**config.mk**
```make
export PLATFORM = sky130hd
export DESIGN_NAME = ir_carrier_gen
export DESIGN_NICKNAME = d
export VERILOG_FILES = /design/src/rtl/ircar_pkg.sv /design/src/rtl/ircar_regs.sv /design/src/rtl/ircar_phase.sv /design/src/rtl/ircar_gate.sv /design/src/rtl/ir_carrier_gen.sv
export SDC_FILE = /design/constraint.sdc
export NUM_CORES = 1
export LEC_CHECK = 0
export BUFFER_PORTS_ARGS = -buffer_cell sky130_fd_sc_hd__buf_2
export CAP_MARGIN = 20
export CORE_MARGIN = 2
export CORE_UTILIZATION = 57
export DETAILED_ROUTE_END_ITERATION = 8
export PLACE_DENSITY = 0.81
export SLEW_MARGIN = 20
export SYNTH_ARGS = -nofsm -noshare
export SYNTH_HDL_FRONTEND = slang
export SYNTH_SLANG_ARGS = --single-unit
```
**constraint.sdc**
```tcl
create_clock -name clk -period 2.3 [get_ports clk]
set_input_delay 0.46 -clock clk [delete_from_list [all_inputs] [get_ports clk]]
set_output_delay 0.46 -clock clk [all_outputs]
set_load 0.01 [all_outputs]
```
**src/rtl/ircar_pkg.sv**
```systemverilog
package ircar_pkg;
    localparam int NIB_W  = 4;
    localparam int NIB_N  = 2;
    localparam int NREG   = 2;
    localparam int NPORT  = NIB_N * NREG;

    typedef enum logic {
        PH_SPACE = 1'b0,
        PH_MARK  = 1'b1
    } phase_e;

    function automatic phase_e other_phase(phase_e p);
        return (p == PH_MARK) ? PH_SPACE : PH_MARK;
    endfunction
endpackage

```
**src/rtl/ircar_regs.sv**
```systemverilog
module ircar_regs #(
    parameter int NIB_W = ircar_pkg::NIB_W,
    parameter int NPORT = ircar_pkg::NPORT,
    localparam int LEN_W = NIB_W * 2
) (
    input  logic                        clk,
    input  logic                        rst,
    input  logic [NPORT-1:0]            we,
    input  logic [NPORT-1:0][NIB_W-1:0] wd,
    output logic [LEN_W-1:0]            mark_len,
    output logic [LEN_W-1:0]            space_len
);
    logic [NPORT-1:0][NIB_W-1:0] nib;

    for (genvar i = 0; i < NPORT; i++) begin : g_nib
        always_ff @(posedge clk) begin
            if (rst)        nib[i] <= '0;
            else if (we[i]) nib[i] <= wd[i];
        end

        assert_nibble_load_R8: assert property (@(posedge clk) disable iff (rst)
            we[i] |=> nib[i] == $past(wd[i]));
    end

    // Port order: 0 mark lower, 1 mark upper, 2 space lower, 3 space upper
    assign mark_len  = {nib[1], nib[0]};
    assign space_len = {nib[3], nib[2]};
endmodule

```
**src/rtl/ircar_phase.sv**
```systemverilog
module ircar_phase
    import ircar_pkg::*;
#(
    parameter int LEN_W = 2 * ircar_pkg::NIB_W
) (
    input  logic             clk,
    input  logic             rst,
    input  logic             run,
    input  logic [LEN_W-1:0] mark_len,
    input  logic [LEN_W-1:0] space_len,
    output phase_e           phase
);
    logic [LEN_W-1:0] cnt;
    logic [LEN_W-1:0] cur_len;
    logic             at_end;

    assign at_end = (cnt == cur_len);

    always_ff @(posedge clk) begin
        if (rst || !run) begin
            phase   <= PH_MARK;
            cnt     <= '0;
            cur_len <= mark_len;
        end else if (at_end) begin
            cnt     <= '0;
            phase   <= other_phase(phase);
            cur_len <= (phase == PH_MARK) ? space_len : mark_len;
        end else begin
            cnt     <= cnt + 1'b1;
        end
    end

    assert_cnt_bound_R9: assert property (@(posedge clk) disable iff (rst)
        cnt <= cur_len);

    assert_len_stable_R6: assert property (@(posedge clk) disable iff (rst)
        (run && !at_end) |=> $stable(cur_len));

    assert_phase_flip_R3: assert property (@(posedge clk) disable iff (rst)
        (run && at_end) |=> phase != $past(phase));

    assert_burst_start_R5: assert property (@(posedge clk) disable iff (rst)
        $rose(run) |-> (phase == PH_MARK && cnt == '0));
endmodule

```
**src/rtl/ircar_gate.sv**
```systemverilog
module ircar_gate
    import ircar_pkg::*;
(
    input  logic   run,
    input  phase_e phase,
    output logic   pin_out
);
    assign pin_out = run && (phase == PH_MARK);
endmodule

```
**src/rtl/ir_carrier_gen.sv**
```systemverilog
module ir_carrier_gen
    import ircar_pkg::*;
#(
    parameter int NW = ircar_pkg::NIB_W,
    localparam int LW = 2 * NW
) (
    input  logic          clk,
    input  logic          rst,
    input  logic          mark_lo_we,
    input  logic [NW-1:0] mark_lo_d,
    input  logic          mark_hi_we,
    input  logic [NW-1:0] mark_hi_d,
    input  logic          space_lo_we,
    input  logic [NW-1:0] space_lo_d,
    input  logic          space_hi_we,
    input  logic [NW-1:0] space_hi_d,
    input  logic          pin_bit,
    output logic          carrier_out
);
    logic [NPORT-1:0]         we;
    logic [NPORT-1:0][NW-1:0] wd;
    logic [LW-1:0]            mark_len;
    logic [LW-1:0]            space_len;
    phase_e                   phase;

    assign we = {space_hi_we, space_lo_we, mark_hi_we, mark_lo_we};
    assign wd = {space_hi_d, space_lo_d, mark_hi_d, mark_lo_d};

    ircar_regs #(.NIB_W(NW), .NPORT(NPORT)) u_regs (
        .clk       (clk),
        .rst       (rst),
        .we        (we),
        .wd        (wd),
        .mark_len  (mark_len),
        .space_len (space_len)
    );

    ircar_phase #(.LEN_W(LW)) u_phase (
        .clk       (clk),
        .rst       (rst),
        .run       (pin_bit),
        .mark_len  (mark_len),
        .space_len (space_len),
        .phase     (phase)
    );

    ircar_gate u_gate (
        .run     (pin_bit),
        .phase   (phase),
        .pin_out (carrier_out)
    );
endmodule

```
# After elaboration in Yosys (flattened, before gate mapping)
# Cells that the tools add are included.
op_classes:
  n_eq_ne: 1
  n_addsub: 1
  n_reduce_logical: 5
  n_mux: 4
ops:
  columns: ["cell", "n"]
  rows:
  - ["two-way mux 8 bit", 3]
  - ["adder 8 x 1 -> 8 bit (second input constant)", 1]
  - ["== test 8 bit", 1]
  - ["nonzero test 2 bit", 1]
  - ["OR reduction 2 bit", 1]
  - ["logical AND 1 bit", 1]
  - ["zero test 1 bit", 1]
  - ["logical OR 1 bit", 1]
  - ["two-way mux 1 bit", 1]
totals:
  inputBits: 23
  regBits: 33
  word_cells: 18
  output_inout_bits: 1

# Depth between registers and ports, before layout
depth:
  depth_word: 3
  mapped_depth: 4
  ltp_nobuf: 4

# Hierarchy
# From an unflattened synthesis, not the netlist that was laid out.
unflattened:
  hier_cells: 119
  area_unflattened_um2: 1350.0
modules_own_cells:
  columns: ["mod", "area_each_um2", "seq_area_each_um2", "instances", "cells_per_inst"]
  rows:
  - ["ircar_phase", 767.0, 420.4, 1, 64]
  - ["ircar_regs", 576.8, 320.3, 1, 54]
  - ["ircar_gate", 6.3, 0.0, 1, 1]

# Worst setup path after synthesis
# Ideal clock, no wire load.
synth_timing:
  kind: "flip-flop to flip-flop"
  from: "reg u_phase.cnt[2]"
  to: "reg u_phase.cur_len[0], enable pin"
  t_required_ps: 1926
  arrival_ps: 1117
  slack_ps: 809
  synth_period_minus_slack_ps: 1491
  setup_time_ps: 374
  n_path_buf: 0
  stages_incl_launch_ff: 4
  path_cell_list: "dfxtp_1 xnor2_1 nand4_1 o21ai_2"
synth_via:
  elab_chain_len: 2
synth_lines:
  columns: ["element", "line_no", "text"]
  rows:
  - ["start, declared", "ircar_phase.sv:13", "logic [LEN_W-1:0] cnt;"]
  - ["start signal, assigned", "ircar_phase.sv:29", "cnt <= cnt + 1'b1;"]
  - ["== test 8 bit", "ircar_phase.sv:17", "assign at_end = (cnt == cur_len);"]
  - ["nonzero test 2 bit (no source line)", null, null]
  - ["end signal, assigned", "ircar_phase.sv:23", "cur_len <= mark_len;"]
  - ["end signal, assigned", "ircar_phase.sv:27", "cur_len <= (phase == PH_MARK) ? space_len : mark_len;"]
  - ["end, declared", "ircar_phase.sv:14", "logic [LEN_W-1:0] cur_len;"]
# Every way passes these cells.
# A chain may end at the register's enable or synchronous reset.

# Worst setup path in the final report
layout_timing:
  from: "reg u_phase.cnt[2]"
  to: "reg u_phase.cur_len[7], enable pin"
# Same word-level chain as after synthesis.

==> flow_summary.yaml <==
run_status:
  status: "complete, no violations"
placement:
  io_buffer_count: 23
  post-place-ws_ns: 0.635
  place_area_um2: 1480
  hpwl_um: 1630
  gp_congestion: 0.732
clock_tree:
  insertion_delay_ns: 0.33
  cts_sinks: 33
  path_clk_slew_ns: 0.10
  cts_resized: 0
  cts_max_level: 2
  clock_path_buffers: 2
  cts_buffers: 5
  cts_tree: "built"
  post-cts-setup-buffers: 0
  holdBufCountCts: 0
  clock-root-buffer: "clkbuf_4"
detailed_routing:
  wl_per_cell_um: 12.7
  drt-total-wl_um: 2190
  drc: 0
  vias_per_cell: 5.13
  drtIter0Drc: 6
  dr.pass1.iters: 2
  vias: 883
  drtAntennaViolNets: 0
floorplan:
  ioPinCount: 24
  coreArea_um2: 2210
  start_util: 0.606
  rows: 17
  die_y_um: 52.5
  dieArea_um2: 2760
  die_w_um: 52.5
grt:
  grt_max_degree: 18
  antenna_found_initial: 0
  grt_remaining_overflow: 0
  gr-usage-all-layers: 0.199
  first_global_vias: 887
  grt_first_pass_wirelength_um: 3760
worst_setup_path:
  worst_ep_arrival_time_ns: 1.68
  r2r-end: "u_phase.cur_len[7]$_DFFE_PP_"
  cp_max_fo: 11
  reg2reg_from: "u_phase.cnt[2]$_SDFF_PP0_"
  r2r_slack_ns: 0.66
  max_stage_delay_ns: 0.45
  critical_path.cell_chain: "xnor2_1 -> nand4_1 -> o21ai_2 -> buf_4"
  start_kind: "register"
  crit_type: "reg2reg"
  required_ns: 2.34
  endpoint: "u_phase.cur_len[7]$_DFFE_PP_"
  crit_path_top_delay_cell: "dfxtp_1"
  worstSetupEndpointType: "register"
  ff2ff_path_depth: 4
  critical_path.startpoint: "u_phase.cnt[2]$_SDFF_PP0_"
synth:
  postSynth.asyncResetShare: 0
  yosysTopAreaCell: "dfxtp_1"
  synthCells: 118
  synth_seq_area_share: 0.552
  syn_area_um2: 1340
  yosysMostFrequentCell: "dfxtp_1"
  synth_edf_count: 8
  ys.flop_type: "dfxtp_1"
  synth_cell_types: 22
  yosys-top-cells-area: "dfxtp_1 37%, edfxtp_1 18%, mux2i_1 12%"
  syn_nets: 142
  synth.yosys.warnings: 0
  synth_common_cells: "25 x dfxtp_1, 24 x nor2_1, 16 x mux2i_1"
  synth.top_cell.area_share: 0.373
  ys_ff_latch: 33
  avgSynthCellArea_um2: 11.4
timing:
  rsz0062_at_grt: "no"
  drv_slew: 0
  relSlewSlack: 0.786
  skew_ns: 0.00355
  finalSetupTns_ns: 0
  tightestPinTransition_ns: 0.320
  final-hold-violation-count: 0
  post-route-min-period_ns: 1.64
  fin_crit_sh: 0.711
  fin_ws_ns: 0.664
  timing.hold.ws_ns: 0.361
  finalSetupViolCount: 0
  max_freq_mhz: 611
power_and_ir_drop:
  power.density_nw_per_um2: 728
  intPower_uw: 868
  switching_share: 0.228
  switchingPower_uw: 257
  p_comb_frac: 0.098
  share_seq_of_total_power: 0.578
  clkPwrFrac: 0.324
  p_leak_nw: 0.674
  ir_worst_vdd_mv: 0.627
final_layout:
  final_layout_size_suffix_gt1_frac: 0.306
  final_nets: 167
  fin_util: 0.699
  multi_input_area_um2: 573
  fillers: 186
  areaGrowthSynthToFinish_pct: 15.2
  diodes: 0
  fin_area_um2: 1550
  seqCellArea_um2: 741
worst_hold_path:
  hp-class: "in2reg"
run:
  cap_viol_max_count: 0
## cell usage in the layout (no fill, tap or decap), types with 2 or more instances in the layout
| cell | count |
|---|---|
| mux2_2 | 8 |
| clkbuf_8 | 2 |
| mux2i_1 | 16 |
| xnor2_1 | 10 |
| dfxtp_1 | 25 |
| buf_2 | 23 |
| xor2_1 | 4 |
| clkbuf_4 | 5 |
| nand3_1 | 5 |
| nor2_1 | 24 |
| edfxtp_1 | 8 |
| nand4_1 | 2 |
## layer usage
layer,up-vias,share of wire,track usage
met5,-,0,0
met4,0,0.029,0.128
met3,7,0.038,0.0686
met2,16,0.48,0.304
met1,407,0.45,0.237
li1,453,-,-
## critical path, delay by kind of cell (launching register included)
family | cells | cell delay [ns]
simple gates | 1 | 0.17
xor+xnor | 1 | 0.15
flops | 1 | 0.45
compound gates | 1 | 0.33
buf+inv | 1 | 0.25
## registers in the layout, indices dropped and copies added, names as in the netlist
register	flops
u_phase.cnt	8
u_phase.cur_len	8
u_regs.mark_len	8
u_regs.space_len	8
u_phase.phase	1
## how the worst min path moves through the flow
stage / startpoint / to / cells past startpoint
after floorplan: u_phase.cnt[0]$_SDFF_PP0_ / u_phase.cnt[0]$_SDFF_PP0_ / 1
after CTS: mark_hi_d[1] / u_regs.mark_len[5]$_SDFFE_PP0P_ / 3
after detailed placement: u_phase.cnt[0]$_SDFF_PP0_ / u_phase.cnt[0]$_SDFF_PP0_ / 1
after global placement: u_phase.cnt[0]$_SDFF_PP0_ / u_phase.cnt[0]$_SDFF_PP0_ / 1
after global routing: mark_hi_d[2] / u_regs.mark_len[6]$_SDFFE_PP0P_ / 3
final: mark_hi_d[2] / u_regs.mark_len[6]$_SDFFE_PP0P_ / 3
## power by group through the flow
stage	Sequential [mW]	Combinational, mW	Clock [mW]
floorplan	0.658	0.0809	0
global placement	0.663	0.107	0
detailed placement	0.664	0.112	0
CTS	0.650	0.112	0.376
global route	0.654	0.123	0.401
finish	0.650	0.111	0.364
## area by class of cell
type / count / share of cell area
timing repair buffer: 24 / 0.0794
tap: 28 / 0.0227
multi-input combinational: 78 / 0.371
sequential: 33 / 0.479
clock inverter: 1 / 0.00324
clock buffer: 7 / 0.0421
inverter: 1 / 0.00243
## metrics by stage
step | std cells | total power [mW]
after floorplan | 118 | 0.739
after global placement | 164 | 0.770
after detailed placement | 164 | 0.775
after CTS | 172 | 1.14
after global routing | 172 | 1.18
final | 172 | 1.12
## kinds of logic (layout without fill, tap and decap cells)
group | count (synthesis) | in the layout | share of synthesized area
XOR/XNOR | 14 | 14 | 0.0914
multiplexers | 24 | 24 | 0.187
adder cells (fa/ha/maj) | 1 | 1 | 0.00933
buffers and inverters | 7 | 33 | 0.0205
AO/OA/AOI/OAI | 2 | 2 | 0.0103
AND/OR/NAND/NOR | 37 | 37 | 0.130
flip-flops | 33 | 33 | 0.552
Power figures use the tool's default switching activity.
